--- src/rtl/rcr_pkg.sv ---
package rcr_pkg;

  typedef enum logic [2:0] {
    ST_OFF,
    ST_CONT,
    ST_CONT_PI,
    ST_WAIT_REQ,
    ST_WAIT_IDLE,
    ST_SENT,
    ST_ROOT,
    ST_CHILD
  } rcState_e;

  typedef enum logic [1:0] {
    LN_NONE,
    LN_IDLE,
    LN_REQ,
    LN_ACK
  } lineCode_e;

  typedef struct packed {
    logic timerClr;
    logic timerRun;
    logic toss;
    logic retryInc;
    logic retryClr;
  } ctrlStb_t;

endpackage

--- src/rtl/rcr_dpath.sv ---
module rcr_dpath
  import rcr_pkg::*;
#(
  parameter int LFSR_W      = 16,
  parameter logic [LFSR_W-1:0] LFSR_SEED = 16'hACE1,
  parameter logic [LFSR_W-1:0] LFSR_TAPS = 16'hB400,
  parameter int FAST_MIN    = 76,
  parameter int SLOW_MIN    = 159,
  parameter int TMR_SAT     = 168,
  parameter int RETRY_LIMIT = 3,
  localparam int TMR_W      = $clog2(TMR_SAT + 1),
  localparam int CNT_W      = $clog2(RETRY_LIMIT + 1)
) (
  input  logic              clk,
  input  logic              rst_n,
  input  ctrlStb_t          stb,
  input  logic              tickEn,
  input  logic [LFSR_W-1:0] fastThr,
  output logic              atMin,
  output logic              retryOver,
  output logic [TMR_W-1:0]  timerVal
);

  localparam logic [TMR_W-1:0] FAST_MIN_V = TMR_W'(FAST_MIN);
  localparam logic [TMR_W-1:0] SLOW_MIN_V = TMR_W'(SLOW_MIN);
  localparam logic [TMR_W-1:0] SAT_V      = TMR_W'(TMR_SAT);
  localparam logic [CNT_W-1:0] LIMIT_V    = CNT_W'(RETRY_LIMIT);

  logic [LFSR_W-1:0] lfsrQ;
  logic [LFSR_W-1:0] lfsrShift;
  logic              slowSel;
  logic [CNT_W-1:0]  roundCnt;
  logic [TMR_W-1:0]  winMin;

  // free-running Galois LFSR, never reaches zero from a nonzero seed
  assign lfsrShift = {1'b0, lfsrQ[LFSR_W-1:1]};

  always_ff @(posedge clk or negedge rst_n) begin
    if (!rst_n) lfsrQ <= LFSR_SEED;
    else if (lfsrQ[0]) lfsrQ <= lfsrShift ^ LFSR_TAPS;
    else lfsrQ <= lfsrShift;
  end

  // coin: fast when the LFSR value is at or below the threshold
  always_ff @(posedge clk or negedge rst_n) begin
    if (!rst_n) slowSel <= 1'b0;
    else if (stb.toss) slowSel <= !(lfsrQ <= fastThr);
  end

  // wait timer
  always_ff @(posedge clk or negedge rst_n) begin
    if (!rst_n) timerVal <= '0;
    else if (stb.timerClr) timerVal <= '0;
    else if (stb.timerRun && tickEn && (timerVal < SAT_V)) timerVal <= timerVal + 1'b1;
  end

  assign winMin = slowSel ? SLOW_MIN_V : FAST_MIN_V;
  assign atMin  = (timerVal >= winMin);

  // contention round counter
  always_ff @(posedge clk or negedge rst_n) begin
    if (!rst_n) roundCnt <= '0;
    else if (stb.retryClr) roundCnt <= '0;
    else if (stb.retryInc && (roundCnt < LIMIT_V)) roundCnt <= roundCnt + 1'b1;
  end

  assign retryOver = (roundCnt >= LIMIT_V);

endmodule

--- src/rtl/rcr_ctrl.sv ---
module rcr_ctrl
  import rcr_pkg::*;
(
  input  logic      clk,
  input  logic      rst_n,
  input  logic      busReset,
  input  logic      start,
  input  logic      peerIdle,
  input  logic      peerReq,
  input  logic      peerAck,
  input  logic      atMin,
  input  logic      retryOver,
  output ctrlStb_t  stb,
  output rcState_e  state,
  output lineCode_e line,
  output logic      retryPulse,
  output logic      errFlag
);

  rcState_e  nxtState;
  lineCode_e nxtLine;
  logic      nxtErr;
  logic      nxtRetry;

  always_comb begin
    nxtState     = state;
    nxtLine      = line;
    nxtErr       = errFlag;
    nxtRetry     = 1'b0;
    stb          = '0;
    stb.timerRun = (state == ST_WAIT_REQ) || (state == ST_WAIT_IDLE);
    if (busReset) begin
      nxtState     = ST_OFF;
      nxtLine      = LN_NONE;
      nxtErr       = 1'b0;
      stb.retryClr = 1'b1;
      stb.timerClr = 1'b1;
    end else begin
      case (state)
        ST_OFF: begin
          if (start && !errFlag) begin
            nxtState     = ST_CONT;
            nxtLine      = LN_IDLE;
            stb.timerClr = 1'b1;
          end
        end
        ST_CONT: begin
          if (peerIdle) begin
            nxtState = ST_CONT_PI;
          end else begin
            nxtState     = ST_WAIT_REQ;
            stb.toss     = 1'b1;
            stb.timerClr = 1'b1;
          end
        end
        ST_CONT_PI: begin
          if (peerReq) begin
            nxtState = ST_CONT;
          end else begin
            nxtState     = ST_WAIT_IDLE;
            stb.toss     = 1'b1;
            stb.timerClr = 1'b1;
          end
        end
        ST_WAIT_REQ: begin
          if (atMin) begin
            nxtState     = ST_ROOT;
            nxtLine      = LN_ACK;
            stb.timerClr = 1'b1;
          end else if (peerIdle) begin
            nxtState = ST_WAIT_IDLE;
          end
        end
        ST_WAIT_IDLE: begin
          if (atMin) begin
            nxtState     = ST_SENT;
            nxtLine      = LN_REQ;
            stb.timerClr = 1'b1;
          end else if (peerReq) begin
            nxtState = ST_WAIT_REQ;
          end
        end
        ST_SENT: begin
          if (peerAck) begin
            nxtState = ST_CHILD;
          end else if (peerReq) begin
            if (retryOver) begin
              nxtState = ST_OFF;
              nxtLine  = LN_NONE;
              nxtErr   = 1'b1;
            end else begin
              nxtState     = ST_CONT;
              nxtLine      = LN_IDLE;
              nxtRetry     = 1'b1;
              stb.retryInc = 1'b1;
              stb.timerClr = 1'b1;
            end
          end
        end
        default: ;
      endcase
    end
  end

  always_ff @(posedge clk or negedge rst_n) begin
    if (!rst_n) begin
      state      <= ST_OFF;
      line       <= LN_NONE;
      errFlag    <= 1'b0;
      retryPulse <= 1'b0;
    end else begin
      state      <= nxtState;
      line       <= nxtLine;
      errFlag    <= nxtErr;
      retryPulse <= nxtRetry;
    end
  end

endmodule

--- src/rtl/rc_resolver.sv ---
module rc_resolver
  import rcr_pkg::*;
#(
  parameter int FAST_MIN    = 76,
  parameter int FAST_MAX    = 85,
  parameter int SLOW_MIN    = 159,
  parameter int SLOW_MAX    = 167,
  parameter int TMR_SAT     = 168,
  parameter int RETRY_LIMIT = 3,
  parameter logic [15:0] LFSR_SEED = 16'hACE1,
  localparam int TMR_W      = $clog2(TMR_SAT + 1)
) (
  input  logic        clk,
  input  logic        rst_n,
  input  logic        busReset,
  input  logic        start,
  input  logic        tickEn,
  input  logic [15:0] fastThr,
  input  logic        peerIdle,
  input  logic        peerReq,
  input  logic        peerAck,
  output logic        txIdle,
  output logic        txReq,
  output logic        txAck,
  output logic        isRoot,
  output logic        isChild,
  output logic        retry,
  output logic        retryErr
);

  ctrlStb_t         stb;
  rcState_e         state;
  lineCode_e        line;
  logic             atMin;
  logic             retryOver;
  logic [TMR_W-1:0] timerVal;

  rcr_ctrl uCtrl (
    .clk       (clk),
    .rst_n     (rst_n),
    .busReset  (busReset),
    .start     (start),
    .peerIdle  (peerIdle),
    .peerReq   (peerReq),
    .peerAck   (peerAck),
    .atMin     (atMin),
    .retryOver (retryOver),
    .stb       (stb),
    .state     (state),
    .line      (line),
    .retryPulse(retry),
    .errFlag   (retryErr)
  );

  rcr_dpath #(
    .LFSR_W     (16),
    .LFSR_SEED  (LFSR_SEED),
    .LFSR_TAPS  (16'hB400),
    .FAST_MIN   (FAST_MIN),
    .SLOW_MIN   (SLOW_MIN),
    .TMR_SAT    (TMR_SAT),
    .RETRY_LIMIT(RETRY_LIMIT)
  ) uDpath (
    .clk      (clk),
    .rst_n    (rst_n),
    .stb      (stb),
    .tickEn   (tickEn),
    .fastThr  (fastThr),
    .atMin    (atMin),
    .retryOver(retryOver),
    .timerVal (timerVal)
  );

  assign txIdle  = (line == LN_IDLE);
  assign txReq   = (line == LN_REQ);
  assign txAck   = (line == LN_ACK);
  assign isRoot  = (state == ST_ROOT);
  assign isChild = (state == ST_CHILD);

endmodule

--- config.mk ---
export PLATFORM = sky130hd
export DESIGN_NAME = rc_resolver
export DESIGN_NICKNAME = d
export VERILOG_FILES = /design/src/rtl/rcr_pkg.sv /design/src/rtl/rcr_dpath.sv /design/src/rtl/rcr_ctrl.sv /design/src/rtl/rc_resolver.sv
export SDC_FILE = /design/constraint.sdc
export NUM_CORES = 1
export LEC_CHECK = 0
export BUFFER_PORTS_ARGS = -buffer_cell sky130_fd_sc_hd__buf_2
export CAP_MARGIN = 25
export CORE_MARGIN = 2
export CORE_UTILIZATION = 30
export DETAILED_ROUTE_END_ITERATION = 7
export GPL_TIMING_DRIVEN = 0
export MAX_ROUTING_LAYER = met4
export PLACE_DENSITY = 0.59
export SETUP_SLACK_MARGIN = 0.4
export SYNTH_ARGS = -nofsm -noshare
export SYNTH_HDL_FRONTEND = slang
export SYNTH_HIERARCHICAL = 1
export SYNTH_SLANG_ARGS = --single-unit
--- constraint.sdc ---
create_clock -name clk -period 2.2 [get_ports clk]
set_clock_uncertainty 0.05 [all_clocks]
set_input_delay 0 -clock clk [delete_from_list [all_inputs] [get_ports clk]]
set_output_delay 0 -clock clk [all_outputs]
set_load 0.02 [all_outputs]
==> flow_summary_export.csv, run 1 <==
group,metric,value,unit
clock_tree,insertion_delay,0.29,ns
cells_and_area,fin_nets,323,
critical_path,endpoint_kind,"flip-flop",
global_route,grt_pass1_wl,7.74,mm
placed_design,place_area,0.00237,mm2
synthesis,synth-seq-cells,34,
die,die_w,87.5,um
placed_design,gp_congestion,0.844,
placed_design,place_ws,-0.143,ns
clock_tree,ctsRootBufferMaster,"clkbuf_8",
sta,finalWorstSetupSlack,0.00490,ns
route,via_per_inst,4.83,
clock_tree,cts_tree,"done",
run_status,status,"finished, final reports clean",
sta,slew_violations,0,
hold_path,hold_path_class,"input port to flip-flop",
pwr,p_total,1.60,mW
critical_path,startpoint,"uDpath/timerVal[0]",
critical_path,cp.required,2.30,ns
sta,hold_viol,0,
route,wirelength,4.46,mm
sta,max_clock_freq,456,MHz
synthesis,ys_seq_area_share,41.2,%
route,first_pass_iters,4,
placed_design,io_buffers,30,
hold_path,hold_start,"start",
critical_path,worst_r2r_endpoint,"uCtrl/state[2]",
critical_path,cp_data_arrival_time,2.30,ns
die,rows,30,
critical_path,cp_top_family,"simple AND/OR/NAND/NOR gates",
route,wl_per_cell,12.5,um
critical_path,r2r-start,"uDpath/timerVal[0]",
global_route,grt_use_total,13.2,%
cells_and_area,drive_gt1_share,39.7,%
route,drt_iter0_drc,90,
synthesis,ys.flop_type,"dfrtp_1",
critical_path,path_class,"flip-flop to flip-flop",
synthesis,syn_nets,265,
critical_path,critical_path_buf_inv_count,1,
die,coreArea,0.00676,mm2
hold_path,whs_endpoint,"uCtrl/state[0]",
global_route,grt_pass1_vias,1697,
die,ios,31,
cells_and_area,fin_util,41.1,%
pwr,power_density,577,mW/mm2
critical_path,cp_slowest_cell,"dfrtp_1",
sta,setup_viol,0,
sta,period_minus_slack,2.20,ns
synthesis,synth.cell_area,0.00209,mm2
synthesis,yosys_warnings,6,
global_route,grt_max_degree,35,
critical_path,slowest_delay,0.40,ns
route,drc_errors,0,
die,chipHeight,87.5,um
sta,tightestPinTransition,0.757,ns
synthesis,synth.distinct_cells,52,
run,cap_violations,0,
critical_path,cp_max_fo,6,
global_route,overflow,0,
critical_path,crit_chain,"inv_2 > ha_4 > nand2b_4 > a21oi_2 > nor2_2 > o311ai_2 > nand2_2 > nor4b_2 > nand2_1 > a21oi_1 > nor3_1",
critical_path,reg2reg_depth,11,
die,initial_core_util,30.9,%
synthesis,synth_edf_count,0,
clock_tree,cts_inserted_buffers,5,
sta,period_share,99.8,%
sta,rsz0062_at_grt,"true",
pwr,power.leakage,1.35,nW
clock_tree,clockBufferDepth,2,
synthesis,synthCells,218,
clock_tree,clock-sinks,34,
global_route,grt_antenna_before_repair,0,
hold_path,holdPathStages,5,
synthesis,async_flop_share,100,%
sta,whs,0.124,ns
synthesis,avgSynthCellArea,9.58,um2
die,dieArea,0.00765,mm2
sta,slew_headroom,49.5,%
route,vias,1723,
clock_tree,clk_pin_slew,0.07,ns
cells_and_area,finish.instance_area,0.00278,mm2
route,postRouteAntennaNets,0,
cells_and_area,antennaDiodeCount,0,
placed_design,dpl.hpwl,3.12,mm
critical_path,reg2reg_slack,0.005,ns
cells_and_area,area_growth,33.0,%
pwr,irDropWorstVdd,0.333,mV
clock_tree,h-tree-depth,2,
critical_path,startpoint_type,"flip-flop",
[worst max path at each step]
| stage | end | slack [ns] | cells after the start |
|---|---|---|---|
| after detailed placement | uCtrl/state[0] | -0.14 | 11 |
| after global routing | uCtrl/state[0] | -0.12 | 11 |
| after CTS | uCtrl/state[0] | -0.05 | 11 |
| final | uCtrl/state[2] | 0.005 | 11 |
| after floorplan | uCtrl/line[0] | 0.08 | 11 |
| after global placement | uCtrl/state[0] | -0.16 | 10 |
[placed cells by master, fill, tap and decap left out, types with 7 or more instances in the layout]
master	instances
a21oi_1	10
buf_2	30
buf_4	19
clkbuf_8	7
dfrtp_1	24
dfstp_2	8
ha_1	22
inv_1	21
nand2_1	10
nand3_1	10
nor2_1	11
[cell usage after synthesis, types with 2 or more instances]
master | number | share of area, %
nand3_1 | 11 | 2.6
buf_4 | 2 | 0.72
o211ai_1 | 3 | 1.1
a31oi_1 | 3 | 0.90
nor2_1 | 15 | 2.7
inv_1 | 24 | 4.3
and3_1 | 3 | 0.90
nor3b_1 | 2 | 0.72
ha_1 | 23 | 14
or2_2 | 2 | 0.60
buf_2 | 2 | 0.48
xnor2_1 | 2 | 0.84
nand4_1 | 3 | 0.90
dfrtp_1 | 26 | 31
nor4b_1 | 2 | 0.84
nand2_1 | 13 | 2.3
nor3_1 | 4 | 0.96
mux2i_1 | 3 | 1.4
dfstp_2 | 8 | 10
xor2_1 | 6 | 2.5
o21ai_0 | 4 | 0.96
nor2b_1 | 6 | 1.8
clkbuf_1 | 3 | 0.54
a21oi_1 | 16 | 3.8
nand2b_1 | 5 | 1.5
[report_power, final]
group	internal, mW	total, mW	switching [mW]	leakage, nW
combinational	0.230	0.426	0.196	0.867
sequential	0.648	0.681	0.0335	0.438
clock	0.252	0.496	0.244	0.0472
total	1.13	1.60	0.474	1.35
[routing by layer]
layer	GRT usage (%)	share of wire, %
met5	-	0
met1	17.0	46
met2	20.0	48
met4	4.20	1.0
met3	3.89	4.5
[logic make-up (layout without fill, tap and decap cells)]
| kind of cell | Yosys count | after routing | share of synthesized area (%) |
|---|---|---|---|
| AND/OR/NAND/NOR | 77 | 77 | 20.4 |
| AO/OA/AOI/OAI | 40 | 40 | 12.8 |
| flip-flops | 34 | 34 | 41.2 |
| buffers and inverters | 32 | 91 | 6.53 |
| adder cells (fa/ha/maj) | 23 | 23 | 13.8 |
| XOR/XNOR | 8 | 8 | 3.35 |
| multiplexers | 4 | 4 | 1.98 |
[registers in the layout, indices dropped and copies added, names as in the netlist]
register          cells
uCtrl/errFlag         1
uDpath/lfsrQ         16
uCtrl/retryPulse      1
uDpath/roundCnt       2
uCtrl/line            2
uDpath/timerVal       8
uDpath/slowSel        1
uCtrl/state           3
[stage by stage]
step	TNS, ns	instances
final	0	357
after global routing	-0.414	357
after detailed placement	-0.459	328
after floorplan	0	218
after global placement	-0.447	328
after CTS	-0.0511	353
[tightest hold or removal path, stage by stage]
cell	delay [ns]
buf_2	0.12
nand2b_1	0.07
a21oi_1	0.08
o211ai_1	0.09
mux2i_1	0.07
[layout make-up]
class	instances	area (um2)
Inverter	24	90.1
Clock buffer	6	82.6
Tap cell	80	100
Timing Repair Buffer	51	323
Fill cell	659	3980
Sequential cell	34	863
Multi-Input combinational cell	152	1240
Buffer	8	67.6
Clock inverter	2	12.5
[timing repair]
item | 4_1_cts | 5_1_grt
gates resized for setup | 26 | 10
setup buffers | 14 | 4
pin swaps | 18 | 14
hold buffers | 3 | 0
setup endpoints to repair | 16 | 15
hold endpoints to repair | 29 | 0
Note: power is estimated with default switching activity, not from simulation.
==> inputs of run 2 (changes only) <==
--- a/config.mk
+++ b/config.mk
@@ -12,7 +12,7 @@
 export DETAILED_ROUTE_END_ITERATION = 7
 export GPL_TIMING_DRIVEN = 0
 export MAX_ROUTING_LAYER = met4
-export PLACE_DENSITY = 0.59
+export PLACE_DENSITY = 0.57
 export SETUP_SLACK_MARGIN = 0.4
 export SYNTH_ARGS = -nofsm -noshare
 export SYNTH_HDL_FRONTEND = slang
==> constraint.sdc (replaced) <==
create_clock -name clk -period 2.4 [get_ports clk]
set_clock_uncertainty 0.05 [all_clocks]
set_input_delay 0 -clock clk [delete_from_list [all_inputs] [get_ports clk]]
set_output_delay 0 -clock clk [all_outputs]
set_load 0.02 [all_outputs]
==> flow_summary_export.csv, run 2 (synthesis results as in run 1) <==
group,metric,value,unit
run_status,status,"finished, final reports clean",
global_route,grt_max_degree,35,
critical_path,cp_max_fo,4,
cells_and_area,regMostFlops,"uDpath/lfsrQ",
sta,slew_violations,0,
die,initial_core_util,30.9,%
placed_design,dpl.cell_count,328,
hold_path,holdPathStages,5,
clock_tree,clockBufferDepth,2,
route,drt_iter0_drc,87,
die,coreArea,0.00676,mm2
clock_tree,cts_tree,"done",
cells_and_area,stdcell_count,347,
run,cap_violations,0,
die,ios,31,
clock_tree,insertion_delay,0.28,ns
die,die_w,87.5,um
hold_path,hold_path_class,"input port to flip-flop",
pwr,irDropWorstVdd,0.334,mV
cells_and_area,area_growth,26.5,%
sta,hold_viol,0,
die,rows,30,
pwr,p_clk_share,31.5,%
critical_path,worst_r2r_endpoint,"uCtrl/state[0]",
route,postRouteAntennaNets,0,
sta,slew_headroom,49.9,%
cells_and_area,top_regs,"uDpath/lfsrQ: 16 flops, uDpath/timerVal: 8 flops, uCtrl/state: 3 flops",
clock_tree,clock-sinks,34,
global_route,grt_pass1_wl,7.38,mm
sta,setup_viol,0,
placed_design,dpl.hpwl,3.14,mm
sta,tightestPinTransition,0.751,ns
global_route,grt_pass1_vias,1645,
global_route,overflow,0,
sta,max_clock_freq,423,MHz
clock_tree,h-tree-depth,2,
critical_path,cp.required,2.54,ns
route,dr_wl_met3,183,um
sta,finalWorstSetupSlack,0.0338,ns
cells_and_area,antennaDiodeCount,0,
die,chipHeight,87.5,um
cells_and_area,num-fill-cells,683,
placed_design,place_ws,0.0169,ns
sta,rsz0062_at_grt,"true",
route,wl_per_cell,12.6,um
cells_and_area,final_cell_mix,"buf_2, dfrtp_1, ha_1",
pwr,switchingPower,0.390,mW
route,via_per_inst,4.87,
cells_and_area,final_common_cell,"buf_2",
critical_path,reg2reg_slack,0.03,ns
hold_path,whs_endpoint,"uCtrl/state[0]",
placed_design,io_buffers,30,
critical_path,path_class,"flip-flop to flip-flop",
die,dieArea,0.00765,mm2
critical_path,startpoint_type,"flip-flop",
sta,period_minus_slack,2.37,ns
route,drt-met1-wl,2.05,mm
placed_design,gp_congestion,0.834,
global_route,grt_use_total,12.4,%
cells_and_area,ff_latch_area,861,um2
pwr,power_density,521,mW/mm2
hold_path,hold_start,"start",
sta,period_share,98.6,%
cells_and_area,multi_input_area,0.00120,mm2
critical_path,endpoint_kind,"flip-flop",
placed_design,place_area,0.00234,mm2
critical_path,cp_data_arrival_time,2.51,ns
route,first_pass_iters,4,
critical_path,reg2reg_depth,11,
cells_and_area,fin_nets,313,
global_route,grt_antenna_before_repair,0,
cells_and_area,finish.instance_area,0.00264,mm2
critical_path,r2r-start,"uDpath/slowSel",
clock_tree,clk_pin_slew,0.07,ns
pwr,netSwitchingFraction,28.3,%
route,wl_met2,2.11,mm
route,vias,1691,
cells_and_area,drive_gt1_share,33.7,%
clock_tree,ctsRootBufferMaster,"clkbuf_8",
pwr,power.internal,0.987,mW
pwr,power.leakage,1.30,nW
route,wirelength,4.39,mm
route,top_layer_used,"met4",
cells_and_area,largest_reg_flops,16,
pwr,pwr-share-seq,44.7,%
pwr,combinationalPowerShare,23.7,%
route,drc_errors,0,
clock_tree,cts_inserted_buffers,5,
[run 2: layer usage]
metal,global-route usage [%],up-vias
li1,-,854
met1,15.9,796
met2,19.8,37
met3,2.65,4
met4,3.78,0
met5,-,-
[run 2: worst max-delay path by stage]
stage / startpoint / end / slack (ns) / depth (start not counted)
after global placement: uDpath/slowSel / uCtrl/state[0] / 0.05 / 10
after global routing: uDpath/slowSel / uCtrl/state[0] / -0.08 / 10
after CTS: uDpath/slowSel / uCtrl/state[0] / 0.05 / 10
after detailed placement: uDpath/slowSel / uCtrl/state[0] / 0.02 / 10
final: uDpath/slowSel / uCtrl/state[0] / 0.03 / 11
after floorplan: uDpath/timerVal[0] / uCtrl/line[0] / 0.28 / 11
[run 2: repair_timing]
item / 4_1_cts / 5_1_grt
gates cloned: 0 / 0
endpoints found under the hold margin: 29 / 0
endpoints found under the setup margin: 14 / 15
hold buffers: 3 / 0
setup buffers: 5 / 3
resized for setup: 8 / 23
pin swaps: 14 / 7
[run 2: through the flow]
stage               setup TNS [ns]  hold slack [ns]  total power [mW]  utilization, %
floorplan                        0           -0.346             0.793               -
global placement                 0           0.0588             0.869            34.7
detailed placement               0           0.0682             0.870            34.7
CTS                              0            0.142              1.37            37.4
global route                -0.153            0.177              1.47            39.1
finish                           0            0.158              1.38            39.1
[run 2: critical path, stage by stage (launching register included)]
cell and delay (ns):
dfrtp_1 0.42, ha_1 0.28, nand2b_4 0.14, a21oi_2 0.13
nor2_1 0.05, o311ai_1 0.27, nand2_2 0.16, buf_4 0.17
mux2i_4 0.15, a21oi_2 0.08, o21ai_1 0.15, mux2i_1 0.23
[run 2: area by class of cell]
cell class	instances	share of cell area, %
plain buffers	8	1.99
clock buffers	7	3.27
clock inverters	1	0.189
inverters	24	3.41
multi-input cells	152	45.5
flip-flops and latches	34	32.6
well taps	80	3.79
repair buffers	41	9.23
[run 2: power by group through the flow]
stage / Sequential [mW] / Combinational, mW / Clock (mW)
after floorplan: 0.619 / 0.175 / 0
after global placement: 0.628 / 0.241 / 0
after detailed placement: 0.627 / 0.243 / 0
after CTS: 0.614 / 0.304 / 0.454
after global routing: 0.620 / 0.366 / 0.484
final: 0.616 / 0.327 / 0.434
==> inputs of run 3 (changes only) <==
--- a/config.mk
+++ b/config.mk
@@ -12,9 +12,8 @@
 export DETAILED_ROUTE_END_ITERATION = 7
 export GPL_TIMING_DRIVEN = 0
 export MAX_ROUTING_LAYER = met4
-export PLACE_DENSITY = 0.57
+export PLACE_DENSITY = 0.43
 export SETUP_SLACK_MARGIN = 0.4
 export SYNTH_ARGS = -nofsm -noshare
 export SYNTH_HDL_FRONTEND = slang
-export SYNTH_HIERARCHICAL = 1
 export SYNTH_SLANG_ARGS = --single-unit
==> constraint.sdc (replaced) <==
create_clock -name clk -period 2.9 [get_ports clk]
set_clock_uncertainty 0.05 [all_clocks]
set_input_delay 0 -clock clk [delete_from_list [all_inputs] [get_ports clk]]
set_output_delay 0 -clock clk [all_outputs]
set_load 0.02 [all_outputs]
==> flow_summary_export.csv, run 3 <==
group,metric,value,unit
critical_path,cp_max_fo,4,
critical_path,critical_path_buf_inv_count,0,
clock_tree,cts_tree,"done",
clock_tree,cts_setup_buffers,0,
hold_path,hold_path_class,"input port to flip-flop",
die,rows,30,
cells_and_area,num-fill-cells,722,
clock_tree,postCtsHoldBufs,1,
critical_path,crit_chain,"ha_1 > nand4b_1 > nor2_1 > a21oi_1 > a31oi_1 > mux2_2",
critical_path,cp_data_arrival_time,2.17,ns
placed_design,dpl.hpwl,3.31,mm
die,ios,31,
critical_path,endpoint_kind,"flip-flop",
global_route,grt_pass1_wl,7.51,mm
cells_and_area,antennaDiodeCount,0,
cells_and_area,ff_latch_area,861,um2
pwr,power_density,575,mW/mm2
sta,period_minus_slack,2.05,ns
global_route,grt_antenna_before_repair,0,
sta,setup_viol,0,
critical_path,worst_r2r_endpoint,"uCtrl.state[1]",
cells_and_area,drive_gt1_share,21.9,%
sta,tightestPinTransition,0.791,ns
route,wirelength,4.40,mm
synthesis,yosysTopAreaCellShare,30.7,%
cells_and_area,area_growth,18.3,%
synthesis,synthCells,221,
clock_tree,cts_resized,0,
sta,max_clock_freq,489,MHz
synthesis,syn_nets,268,
critical_path,startpoint,"uDpath.timerVal[6]",
placed_design,io_buffers,30,
pwr,irDropWorstVdd,0.200,mV
route,drt_iter0_drc,78,
global_route,grt_use_total,13.0,%
synthesis,synth.most_common_cell,"dfrtp_1",
die,initial_core_util,31.0,%
synthesis,async_flop_share,100,%
global_route,grt_pass1_vias,1645,
route,drc_errors,0,
placed_design,gp_congestion,0.782,
route,first_pass_iters,4,
die,chipHeight,88.0,um
critical_path,path_class,"flip-flop to flip-flop",
critical_path,cp_slowest_cell,"dfrtp_1",
synthesis,ys.flop_type,"dfrtp_1",
critical_path,startpoint_type,"flip-flop",
die,dieArea,0.00775,mm2
cells_and_area,final_common_cell,"buf_2",
clock_tree,insertion_delay,0.29,ns
global_route,overflow,0,
cells_and_area,multi_input_area,0.00114,mm2
critical_path,r2r-start,"uDpath.timerVal[6]",
critical_path,cp.required,3.02,ns
die,die_w,88.0,um
cells_and_area,top_regs,"uDpath.lfsrQ: 16 flops, uDpath.timerVal: 8 flops, uCtrl.state: 3 flops",
critical_path,crit_cells,6,
cells_and_area,largest_reg_flops,16,
synthesis,synth.cell_area,0.00212,mm2
synthesis,synth_commonest_cells,"dfrtp_1, inv_1, ha_1",
run_status,status,"finished, final reports clean",
critical_path,reg2reg_depth,6,
run,cap_violations,0,
clock_tree,h-tree-depth,2,
pwr,power.leakage,1.25,nW
synthesis,ys_seq_area_share,40.6,%
global_route,grt_most_used_layer,"met2",
sta,slew_headroom,47.3,%
sta,slew_violations,0,
synthesis,synth.distinct_cells,46,
clock_tree,clock-sinks,34,
clock_tree,clockBufferDepth,2,
cells_and_area,final_cell_mix,"buf_2, dfrtp_1, inv_1",
cells_and_area,fin_util,36.7,%
global_route,grt_max_degree,35,
synthesis,synth-seq-cells,34,
synthesis,avgSynthCellArea,9.58,um2
die,coreArea,0.00683,mm2
critical_path,reg2reg_slack,0.85,ns
sta,period_share,70.6,%
synthesis,yosys.area.top_type,"dfrtp_1",
global_route,grt_use_met1,17.3,%
clock_tree,cts_inserted_buffers,5,
sta,setup_tns,0,ns
global_route,grt_use_met3,3.49,%
cells_and_area,fin_nets,306,
route,vias,1681,
synthesis,synth_area_leaders,"dfrtp_1, ha_1, dfstp_2, inv_1, a21oi_1",
cells_and_area,regMostFlops,"uDpath.lfsrQ",
global_route,grt_util_met2,18.9,%
critical_path,cp_top_family,"compound AO/OA/AOI/OAI gates",
route,postRouteAntennaNets,0,
route,wl_per_cell,12.4,um
critical_path,setup.worst_path.end,"uCtrl.state[1]",
critical_path,slowest_delay,0.45,ns
route,via_per_inst,4.72,
sta,rsz0062_at_grt,"false",
clock_tree,ctsRootBufferMaster,"clkbuf_8",
synthesis,yosys_warnings,0,
synthesis,synth_edf_count,0,
clock_tree,clk_pin_slew,0.07,ns
sta,hold_viol,0,
[run 3: cell count changes in the layout (fill, tap and decap cells not counted), moves of 3 or more]
cell / delta
a21oi_1: +3
nand3_1: -5
clkbuf_1: +4
o21ai_0: +9
mux2_2: +3
nor2_2: -3
buf_4: -10
nor2_4: -3
nor2_1: +8
[run 3: metrics by stage]
step	std cells	instance area, um2	power, mW	worst slack (ns)	hold slack [ns]
3_5_place_dp	347	2390	1.02	0.872	0.0906
4_1_cts	356	2500	1.47	0.847	0.0141
6_report	356	2500	1.44	0.853	0.0334
5_1_grt	356	2500	1.56	0.694	0.0209
3_3_place_gp	347	2390	1.03	0.849	0.0904
2_1_floorplan	221	2120	0.900	1.04	-0.346
[run 3: cells by family after synthesis]
kind of cell             after synthesis  synth area share [%]
AND/OR/NAND/NOR                       72                  18.7
buffers and inverters                 30                  5.73
adder cells (fa/ha/maj)               23                  13.6
AO/OA/AOI/OAI                         47                  14.6
flip-flops                            34                  40.6
multiplexers                           6                  3.01
XOR/XNOR                               9                  3.72
[run 3: per-layer routing]
metal	vias to the layer above	part of all wire, %
met5	-	0
met1	782	49
li1	852	-
met4	0	1.4
met2	42	45
met3	5	4.8
[run 3: worst min-delay path by stage]
stage	startpoint	cells past startpoint	slack, ns	to
5_1_grt	peerReq	3	0.02	uCtrl.errFlag
3_5_place_dp	rst_n	1	0.09	uDpath.timerVal[4]
3_3_place_gp	rst_n	1	0.09	uDpath.timerVal[3]
4_1_cts	peerReq	3	0.01	uCtrl.errFlag
2_1_floorplan	rst_n	0	-0.35	uCtrl.errFlag
6_report	peerReq	3	0.03	uCtrl.errFlag
[run 3: area by class of cell]
| cell class | count | area share [%] |
|---|---|---|
| clock inverter | 1 | 1.20 |
| multi-input combinational | 157 | 45.4 |
| clock buffer | 7 | 3.05 |
| tap | 96 | 4.80 |
| timing repair buffer | 31 | 6.39 |
| buffer | 6 | 1.25 |
| sequential | 34 | 34.4 |
| inverter | 24 | 3.60 |
[run 3: tightest hold or removal path: cells and delay by family]
family / cells / cell delay, ns
buffers and inverters: 1 / 0.16
AND/OR/NAND/NOR: 1 / 0.08
AO/OA/AOI/OAI: 1 / 0.09
[run 3: power by group]
| group | internal (mW) | switching [mW] |
|---|---|---|
| Combinational | 0.205 | 0.268 |
| Clock | 0.257 | 0.173 |
| Sequential | 0.508 | 0.0299 |
